`config.mk`:
```
export PLATFORM = sky130hd
export DESIGN_NAME = cop_sel_ctrl
export DESIGN_NICKNAME = d
export VERILOG_FILES = /design/src/rtl/cop_sel_ctrl.sv
export SDC_FILE = /design/constraint.sdc
export NUM_CORES = 1
export LEC_CHECK = 0
export BUFFER_PORTS_ARGS = -buffer_cell sky130_fd_sc_hd__buf_4
export CAP_MARGIN = 10
export CORE_AREA = 3 3 153 155
export CTS_CLUSTER_SIZE = 25
export DETAILED_ROUTE_END_ITERATION = 16
export DIE_AREA = 0 0 156 158
export GPL_TIMING_DRIVEN = 0
export HOLD_SLACK_MARGIN = 0.06
export PLACE_DENSITY_LB_ADDON = 0.3
export SLEW_MARGIN = 20
export SYNTH_ARGS = -nofsm -noshare
export SYNTH_HDL_FRONTEND = slang
export SYNTH_SLANG_ARGS = --single-unit
```
`constraint.sdc`:
```
create_clock -name clk -period 5.75 [get_ports clk]
set_clock_uncertainty 0.1 [all_clocks]
set_input_delay 1.4375 -clock clk [delete_from_list [all_inputs] [get_ports clk]]
set_output_delay 1.4375 -clock clk [all_outputs]
set_load 0.03 [all_outputs]
```
`src/rtl/cop_sel_ctrl.sv`:
```
module cop_sel_ctrl #(
  parameter int NCP = 7,
  parameter int DW  = 32
) (
  input  logic              clk,
  input  logic              rst_n,
  input  logic              req_valid,
  input  logic              req_get,
  input  logic [3:0]        req_idx,
  input  logic [DW-1:0]     req_wdata,
  input  logic [NCP-1:0]    cp_present,
  input  logic [NCP-1:0]    cp_ready,
  input  logic [NCP*DW-1:0] cp_rdata,
  input  logic [NCP*4-1:0]  cp_flags,
  output logic [DW-1:0]     rd_data,
  output logic [3:0]        flags_out,
  output logic              flags_we,
  output logic              stall,
  output logic              trap,
  output logic [NCP-1:0]    cp_start,
  output logic [NCP-1:0]    cp_take,
  output logic [3:0]        cp_idx,
  output logic [DW-1:0]     cp_wdata
);

  localparam int SELW   = $clog2(NCP + 1);
  localparam int SEL_LO = 8;

  logic [NCP-1:0]  en_q;
  logic [SELW-1:0] sel_q;
  logic [NCP-1:0]  sel_oh;
  logic [DW-1:0]   stat_val;
  logic [DW-1:0]   cp_dat;
  logic [3:0]      cp_flg;

  wire stat_acc = (req_idx == 4'd0);
  wire stat_wr  = req_valid & ~req_get & stat_acc;
  wire stat_rd  = req_valid &  req_get & stat_acc;

  always_ff @(posedge clk) begin
    if (!rst_n) begin
      en_q  <= '0;
      sel_q <= '0;
    end else if (stat_wr) begin
      en_q  <= req_wdata[NCP:1] & cp_present;
      sel_q <= req_wdata[SEL_LO +: SELW];
    end
  end

  always_comb begin
    stat_val = '0;
    stat_val[NCP:1] = en_q;
    stat_val[SEL_LO +: SELW] = sel_q;
  end

  for (genvar k = 0; k < NCP; k++) begin : g_sel
    assign sel_oh[k] = (sel_q == SELW'(k + 1));
  end

  always_comb begin
    cp_dat = '0;
    cp_flg = '0;
    for (int k = 0; k < NCP; k++) begin
      if (sel_oh[k]) begin
        cp_dat = cp_rdata[k*DW +: DW];
        cp_flg = cp_flags[k*4 +: 4];
      end
    end
  end

  wire sel_ok   = |(sel_oh & en_q & cp_present);
  wire sel_rdy  = |(sel_oh & cp_ready);
  wire cp_acc   = req_valid & ~stat_acc;
  wire cp_go    = cp_acc & sel_ok;
  wire get_done = cp_go & req_get & sel_rdy;

  assign trap      = cp_acc & ~sel_ok;
  assign stall     = cp_go & req_get & ~sel_rdy;
  assign cp_start  = {NCP{cp_go & ~req_get}} & sel_oh;
  assign cp_take   = {NCP{get_done}} & sel_oh;
  assign cp_idx    = req_idx;
  assign cp_wdata  = req_wdata;
  assign flags_we  = stat_rd | get_done;
  assign rd_data   = stat_rd ? stat_val : (get_done ? cp_dat : '0);
  assign flags_out = stat_rd ? {1'b0, stat_val == '0, 2'b00} : (get_done ? cp_flg : 4'b0);

  AST_START_ONEHOT: assert property (@(posedge clk) disable iff (!rst_n)
    $onehot0(cp_start));
  AST_TAKE_ONEHOT: assert property (@(posedge clk) disable iff (!rst_n)
    $onehot0(cp_take));
  AST_TRAP_QUIET: assert property (@(posedge clk) disable iff (!rst_n)
    trap |-> (cp_start == '0 && cp_take == '0 && !stall && !flags_we));
  AST_STAT_FREE: assert property (@(posedge clk) disable iff (!rst_n)
    (req_valid && req_idx == 4'd0) |-> (!trap && !stall));
  AST_EN_MASKED: assert property (@(posedge clk) disable iff (!rst_n)
    stat_wr |=> ((en_q & ~$past(cp_present)) == '0));
  AST_STAT_HOLD: assert property (@(posedge clk) disable iff (!rst_n)
    !stat_wr |=> ($stable(en_q) && $stable(sel_q)));
  AST_STAT_FLAGS: assert property (@(posedge clk) disable iff (!rst_n)
    stat_rd |-> (flags_we && !flags_out[3] && flags_out[1:0] == 2'b00));
  AST_STALL_NO_RESULT: assert property (@(posedge clk) disable iff (!rst_n)
    stall |-> (!flags_we && cp_take == '0 && cp_start == '0));
  AST_STALL_HELD_REQ: assert property (@(posedge clk) disable iff (!rst_n)
    stall |=> (req_valid && req_get && $stable(req_idx)));

endmodule

```
* After elaboration in Yosys (flattened, before gate mapping) *
Cells that the tools add are included.

word-level totals
  register bits = 10
  latch bits = 0
  bits in writable memories = 0
  bits in read-only memories = 0
  input bits = 306
  output and inout port bits = 89
  word-level logic and storage cells = 53
  memories kept = 0

cells by class
  $add $sub $neg = 0
  $mul = 0
  divide/modulo/power cells = 0
  order comparisons = 0
  equality and inequality tests = 7
  shifts and indexed selects = 0
  mux-type cells = 18
  bitwise gates (word level) = 22
  reduce and logical (&&, ||, !) cells = 4

operators by type and width
  kind                count
  $mux 32             9
  $and 7x7->7         6
  $mux 4              9
  $logic_not 32->1    1
  $reduce_or 7->1     2
  $eq 3x3->1 const B  4
  $and 1x1->1         11
  $eq 3x2->1 const B  2
  $logic_not 4->1     1
  $not 1->1           4
  $eq 3x1->1 const B  1
  $or 1x1->1          1

* Logic depth before layout (Yosys ltp) *
Gate-level depths: netlist of the first run.

  depth in word-level cells = 10
  depth in mapped cells = 8
  mapped depth without buffers = 5

* Least setup slack after synthesis of the first run *
No wires, ideal clock.

  kind = input port to output port
  start = input port cp_ready[1]
  end = output port rd_data[19]
  data arrival time = 3.506 ns
  data required time = 4.213 ns
  slack = 0.707 ns
  stages = 6
  path buffers = 1
  cell sequence = or3b_1 o21ai_2 a221oi_2 or3b_1 buf_6 nor4b_1

on the way
  word-level cells in the longest chain between the ends = 5

ends and longest elaborated chain
  item                   line  source
  from (decl)            12    input logic [NCP-1:0] cp_ready,
  $and 7x7->7            72    wire sel_rdy = |(sel_oh & cp_ready);
  $reduce_or 7->1        72
  $and 1x1->1            75    wire get_done = cp_go & req_get & sel_rdy;
  $mux 32 (2 in series)  84    assign rd_data = stat_rd ? stat_val : (get_done ? cp_dat : '0);
  to (decl)              15    output logic [DW-1:0] rd_data,

No other way between the ends.

* Worst setup path after layout of the first run *
  start = input port cp_present[6]
  end = output port flags_we

on the way
  word-level cells in the longest chain between the ends = 6

ends and longest elaborated chain
  item                       line  source
  from (decl)                11    input logic [NCP-1:0] cp_present,
  $and 7x7->7                71    wire sel_ok = |(sel_oh & en_q & cp_present);
  $reduce_or 7->1            71
  $and 1x1->1                74    wire cp_go = cp_acc & sel_ok;
  $and 1x1->1 (2 in series)  75
  $or 1x1->1                 83    assign flags_we = stat_rd | get_done;
  to (decl)                  17    output logic flags_we,

No other way between the ends.

==> impl_metrics.env, run 1 <==
export IMPL_outcome="completed"
export IMPL_syn_nets=829
export IMPL_ys_ff_latch=10
export IMPL_power_leakage_nw=2.89
export IMPL_top_layer_used="met4"
export IMPL_die_y_um=158
export IMPL_rsz0062_at_grt="no"
export IMPL_dieArea_um2=24600
export IMPL_seq_area_frac_synth=0.0576
export IMPL_layout_min_cycle_time_ns=5.17
export IMPL_setup_tns_ns=0
export IMPL_startpoint_type="input port"
export IMPL_ant_nets=0
export IMPL_yosysWarningCount=0
export IMPL_muxShareOfSynthArea=0.206
export IMPL_wl_um=24600
export IMPL_min_period_over_period=0.899
export IMPL_die_w_um=156
export IMPL_synth_cell_type_count=42
export IMPL_cts_setup_buffers=0
export IMPL_synth_top_area_share=0.118
export IMPL_maxSlewHeadroom=0.439
export IMPL_synth_simple_gate_area_frac=0.292
export IMPL_rows=54
export IMPL_wl_per_cell_um=20.8
export IMPL_finalNetCount=1206
export IMPL_synth_ff_type="dfxtp_1"
export IMPL_final_core_util=0.305
export IMPL_fin_cells=1178
export IMPL_worst_pin_slew_ns=0.842
export IMPL_drc=0
export IMPL_synth_cells=523
export IMPL_ctsHoldBuffers=0
export IMPL_timing_fmax_mhz=193
export IMPL_initial_core_util=0.158
export IMPL_clk_path_buf_depth=2
export IMPL_synth_xor_area_frac=0
export IMPL_hold_path_class="register to register"
export IMPL_crit_arrival_ns=3.63
export IMPL_clock_latency_ns=0.23
export IMPL_root_buffer="clkbuf_16"
export IMPL_portBuffers=372
export IMPL_layout_drive_gt1_share=0.517
export IMPL_post_cts_resized=0
export IMPL_path_max_fanout=10
export IMPL_synth_compound_area_frac=0.293
export IMPL_hold_viol=0
export IMPL_drv_cap=0
export IMPL_cts_clk_slew_worst_paths_ns=0.04
export IMPL_syn_area_um2=3470
export IMPL_avgViaCountPerCell=4.67
export IMPL_cts_sinks=10
export IMPL_num_antenna_cells=0
export IMPL_cts_made_buffers=3
export IMPL_core_area_um2=22000
export IMPL_synth_edf_count=0
export IMPL_route_met3_wl_um=1680
export IMPL_yosysTopAreaCell="mux2i_1"
export IMPL_grt_max_degree=11
export IMPL_worst_setup_path_end_kind="output port"
export IMPL_powerDensity_nw_per_um2=70.3
export IMPL_ir_worst_vdd_uv=83.9
export IMPL_final_cell_area_um2=6690
export IMPL_antenna_found_initial=1
export IMPL_synth_top_family_by_area="compound AO/OA/AOI/OAI gates"
export IMPL_synth_top_cells_by_count="nor2_1, o21ai_0, nand2_1"
export IMPL_num_vias=5498
export IMPL_placed_area_um2=6620
export IMPL_synth_fa_ha_area_frac=0
export IMPL_synth_most_common_cell="nor2_1"
export IMPL_crit_required_ns=4.21
export IMPL_path_cells="buf_4 > and3_1 > a31oi_1 > o22ai_1 > nor2_1 > clkbuf_1 > o21bai_1 > buf_4"
export IMPL_first_pass_iters=5
export IMPL_setup_viol=0
export IMPL_synth_area_leaders="mux2i_1, nor2_1, buf_4"
export IMPL_crit_path_max_incr_delay_ns=0.59
export IMPL_h_tree_depth=1
export IMPL_dp_cells=1175
export IMPL_overflow=0
export IMPL_place_congestion=0.872
export IMPL_area_growth_synth_to_final_pct=92.7
export IMPL_dp_hpwl_um=20600
export IMPL_wl_met2_um=12900
export IMPL_cts_tree="yes"
export IMPL_slew_viol_final=0
export IMPL_grt_pass1_wl_um=33800
export IMPL_wl_met1_um=9730
export IMPL_critPathKind="input port to output port"
export IMPL_io_pin_count=395
export IMPL_synth_area_per_cell_um2=6.64
export IMPL_slowest_stage="nor2_1"
export IMPL_cpMostUsedCell="buf_4"
export IMPL_drtIter0Drc=308
export IMPL_grt_pass1_vias=5533
export IMPL_track_usage=0.180
export IMPL_async_flop_share=0
## sequential cells by signal, summed over array words and instances (netlist names)
| register | cells |
|---|---|
| sel_q | 3 |
| en_q | 7 |
## cell type report
class,count,area (um^2)
flip-flops and latches,10,200
plain buffers,90,523
multi-input cells,422,2750
repair buffers,372,2790
well taps,280,350
clock buffers,3,75.1
fillers,2477,15300
inverters,1,3.75
## per-stage QoR
| stage | hold WS (ns) | setup WS (ns) | total power [mW] |
|---|---|---|---|
| 2_1_floorplan | 0.363 | 0.707 | 0.161 |
| 3_3_place_gp | 0.390 | 0.543 | 0.348 |
| 3_5_place_dp | 0.395 | 0.531 | 0.350 |
| 4_1_cts | 0.397 | 0.527 | 0.473 |
| 5_1_grt | 0.434 | 0.375 | 0.494 |
| 6_report | 0.398 | 0.582 | 0.470 |
## cells in the final DEF, fill, tap and decap left out, types with 4 or more instances in the layout
cell,instances
nor2_1,79
nand2b_1,4
buf_2,13
clkbuf_1,33
nor3_1,20
nor4b_2,8
o31ai_1,11
a31oi_1,21
a221oi_1,4
mux2i_1,41
mux4_2,7
a21oi_1,21
buf_4,409
nor4b_1,4
a211o_1,10
a22oi_1,11
buf_6,4
dfxtp_1,10
nand3_1,8
nand2_1,49
a21boi_0,10
mux2_2,13
o21ai_0,52
nand4_1,4
o22ai_1,15
nor4_1,10
## layer usage
layer  GRT usage  vias to the layer above
met5           0                        -
met4      0.0290                        0
met3      0.0257                       22
met2       0.346                      268
met1       0.215                     2546
li1            -                     2662
## logic make-up (layout without fill, tap and decap cells)
kind of cell	Yosys count	after routing
flip-flops	10	10
buffers and inverters	91	466
multiplexers	61	61
AO/OA/AOI/OAI	162	162
AND/OR/NAND/NOR	199	199
## report_power, final
| group | internal, mW | switching [mW] |
|---|---|---|
| logic | 0.177 | 0.0998 |
| registers | 0.0700 | 0.000348 |
| clock network | 0.0902 | 0.0325 |
## worst max-delay path: cells and delay by family
kind / cells / cell delay (ns)
AOI/OAI and AO/OA: 3 / 0.52
and+or+nand+nor: 2 / 0.76
buffers and inverters: 3 / 0.91
## path summary, 6_finish.rpt
| check | startpoint | to | slack, ns | depth (start not counted) |
|---|---|---|---|---|
| setup reg to reg | sel_q[2] | sel_q[2] | 3.21 | 6 |
| hold / removal | en_q[2] | en_q[2] | 0.40 | 2 |
| hold reg to reg | en_q[2] | en_q[2] | 0.40 | 2 |
| setup / recovery | cp_present[6] | flags_we | 0.58 | 8 |
Power figures use the tool's default switching activity.
==> run 2, diff against run 1 <==
--- a/config.mk
+++ b/config.mk
@@ -5,13 +5,14 @@
 export SDC_FILE = /design/constraint.sdc
 export NUM_CORES = 1
 export LEC_CHECK = 0
+export ABC_AREA = 1
 export BUFFER_PORTS_ARGS = -buffer_cell sky130_fd_sc_hd__buf_4
 export CAP_MARGIN = 10
-export CORE_AREA = 3 3 153 155
+export CORE_AREA = 3 3 150 152
 export CTS_CLUSTER_SIZE = 25
 export DETAILED_ROUTE_END_ITERATION = 16
-export DIE_AREA = 0 0 156 158
-export GPL_TIMING_DRIVEN = 0
+export DIE_AREA = 0 0 153 155
+export GPL_TIMING_DRIVEN = 1
 export HOLD_SLACK_MARGIN = 0.06
 export PLACE_DENSITY_LB_ADDON = 0.3
 export SLEW_MARGIN = 20
==> impl_metrics.env, run 2 <==
export IMPL_hold_depth=2
export IMPL_avgViaCountPerCell=4.40
export IMPL_first_pass_iters=5
export IMPL_gr_max_usage_layer="met2"
export IMPL_slowest_stage="nor2_4"
export IMPL_grt_max_degree=37
export IMPL_seq_area_frac_synth=0.0617
export IMPL_drv_cap=0
export IMPL_worst_pin_slew_ns=0.953
export IMPL_die_w_um=153
export IMPL_cpMostUsedCell="buf_4"
export IMPL_dp_cells=1228
export IMPL_rsz0062_at_grt="no"
export IMPL_grt_pass1_vias=5364
export IMPL_cts_setup_buffers=0
export IMPL_crit_arrival_ns=3.32
export IMPL_layout_min_cycle_time_ns=4.86
export IMPL_dieArea_um2=23700
export IMPL_top_register="en_q"
export IMPL_mostFrequentLayoutCell="buf_4"
export IMPL_setup_tns_ns=0
export IMPL_r2r_setup_slack_ns=4.35
export IMPL_hold_ws_ns=0.416
export IMPL_synth_area_leaders="nand2_1, o21ai_0, buf_4"
export IMPL_grt_pass1_wl_um=32500
export IMPL_area_growth_synth_to_final_pct=83.3
export IMPL_grt_use_met1=0.208
export IMPL_ant_nets=0
export IMPL_ir_worst_vdd_uv=109
export IMPL_crit_path_max_incr_delay_ns=0.71
export IMPL_portBuffers=350
export IMPL_final_core_util=0.281
export IMPL_core_area_um2=21200
export IMPL_synth_top_cells_by_count="nand2_1, o21ai_0, nor2_1"
export IMPL_synth_ff_type="dfxtp_1"
export IMPL_synth_cell_type_count=23
export IMPL_wl_per_cell_um=17.9
export IMPL_reg2reg_depth=2
export IMPL_drtIter0Drc=322
export IMPL_met2_usage=0.319
export IMPL_critPathKind="register to output port"
export IMPL_min_period_over_period=0.844
export IMPL_antenna_found_initial=2
export IMPL_yosysWarningCount=0
export IMPL_syn_area_um2=3240
export IMPL_fin_cells=1232
export IMPL_place_congestion=0.853
export IMPL_num_antenna_cells=0
export IMPL_timing_fmax_mhz=206
export IMPL_worst_slack_ns=0.894
export IMPL_crit_required_ns=4.21
export IMPL_met3_usage=0.0401
export IMPL_dp_worst_setup_slack_ns=1.04
export IMPL_maxSlewHeadroom=0.364
export IMPL_ctsHoldBuffers=0
export IMPL_startpoint_type="register"
export IMPL_rows=53
export IMPL_clk_path_buf_depth=2
export IMPL_fillers=2466
export IMPL_hold_path_class="register to register"
export IMPL_synth_edf_count=0
export IMPL_clock_latency_ns=0.24
export IMPL_track_usage=0.173
export IMPL_hold_viol=0
export IMPL_outcome="completed"
export IMPL_setup_viol=0
export IMPL_synth_cells=667
export IMPL_initial_core_util=0.153
export IMPL_wl_um=22100
export IMPL_cts_sinks=10
export IMPL_synth_top_area_share=0.296
export IMPL_reg_top3="en_q: 7 flops, sel_q: 3 flops"
export IMPL_synth_area_per_cell_um2=4.86
export IMPL_final_cell_mix="buf_4, nand2_1, o21ai_0"
export IMPL_root_buffer="clkbuf_16"
export IMPL_overflow=0
export IMPL_ys_ff_latch=10
export IMPL_dp_hpwl_um=17800
export IMPL_powerDensity_nw_per_um2=69.7
export IMPL_drc=0
export IMPL_io_pin_count=395
export IMPL_cts_clk_slew_worst_paths_ns=0.04
export IMPL_post_cts_resized=0
export IMPL_async_flop_share=0
export IMPL_synth_most_common_cell="nand2_1"
export IMPL_h_tree_depth=1
export IMPL_num_vias=5420
export IMPL_die_y_um=155
export IMPL_cts_tree="yes"
export IMPL_finalNetCount=1264
export IMPL_path_max_fanout=27
export IMPL_syn_nets=973
export IMPL_slew_viol_final=0
export IMPL_power_leakage_nw=3.10
export IMPL_layout_drive_gt1_share=0.421
export IMPL_worst_setup_path_end_kind="output port"
export IMPL_cts_made_buffers=3
export IMPL_largest_reg_flops=7
export IMPL_yosysTopAreaCell="nand2_1"
export IMPL_path_cells="buf_4 > inv_1 > nor2_4 > nand2_1 > nand2_1 > nor2_1 > nand2_2 > nand4_2 > buf_4 > nor2_1 > buf_4"
-- run 2: changes by cell type after synthesis, moves of 21 or more --
cell,before,now
mux2i_1,41,0
nand4_1,4,37
inv_1,0,49
nand2_1,49,256
or2_2,2,26
a31oi_1,21,0
-- run 2: cell families (layout without fill, tap and decap cells) --
| family | count (synthesis) | after routing | share of synthesized area |
|---|---|---|---|
| simple gates | 418 | 418 | 0.563 |
| buf+inv | 128 | 418 | 0.197 |
| compound gates | 111 | 111 | 0.179 |
| flops | 10 | 10 | 0.0617 |
-- run 2: per-stage QoR --
stage                     total power [mW]  area, um^2
after CTS                            0.417        5950
after global routing                 0.435        5950
after floorplan                      0.142        3240
final                                0.415        5950
after global placement               0.276        5860
after detailed placement             0.277        5860
-- run 2: worst paths after layout --
check	from	to
hold reg to reg	en_q[1]	en_q[1]
hold / removal	en_q[1]	en_q[1]
setup reg to reg	sel_q[0]	sel_q[0]
setup / recovery	sel_q[2]	rd_data[29]
-- run 2: area by class of cell --
type                            instances  area [um^2]  area share
Timing Repair Buffer                  360         2700       0.455
Multi-Input combinational cell        529         2410       0.405
Tap cell                              275          344      0.0579
Inverter                               54          203      0.0341
Sequential cell                        10          201      0.0339
Clock buffer                            4         88.8      0.0149
-- run 2: metal layers --
layer  routed length [um]  part of all wire
met1                 8910              0.40
met2                11100              0.50
met3                 1680             0.076
met4                  319             0.014
met5                   27            0.0012
-- run 2: where the power goes --
| group | switching (mW) | internal (mW) |
|---|---|---|
| registers | 0.00161 | 0.0701 |
| logic | 0.0681 | 0.135 |
| clock network | 0.0353 | 0.105 |
| total | 0.105 | 0.310 |
-- run 2: critical path, delay by kind of cell (launching register included) --
family | cells | cell delay, ns
flip-flops | 1 | 0.31
buffers and inverters | 4 | 1.19
AND/OR/NAND/NOR | 7 | 1.57
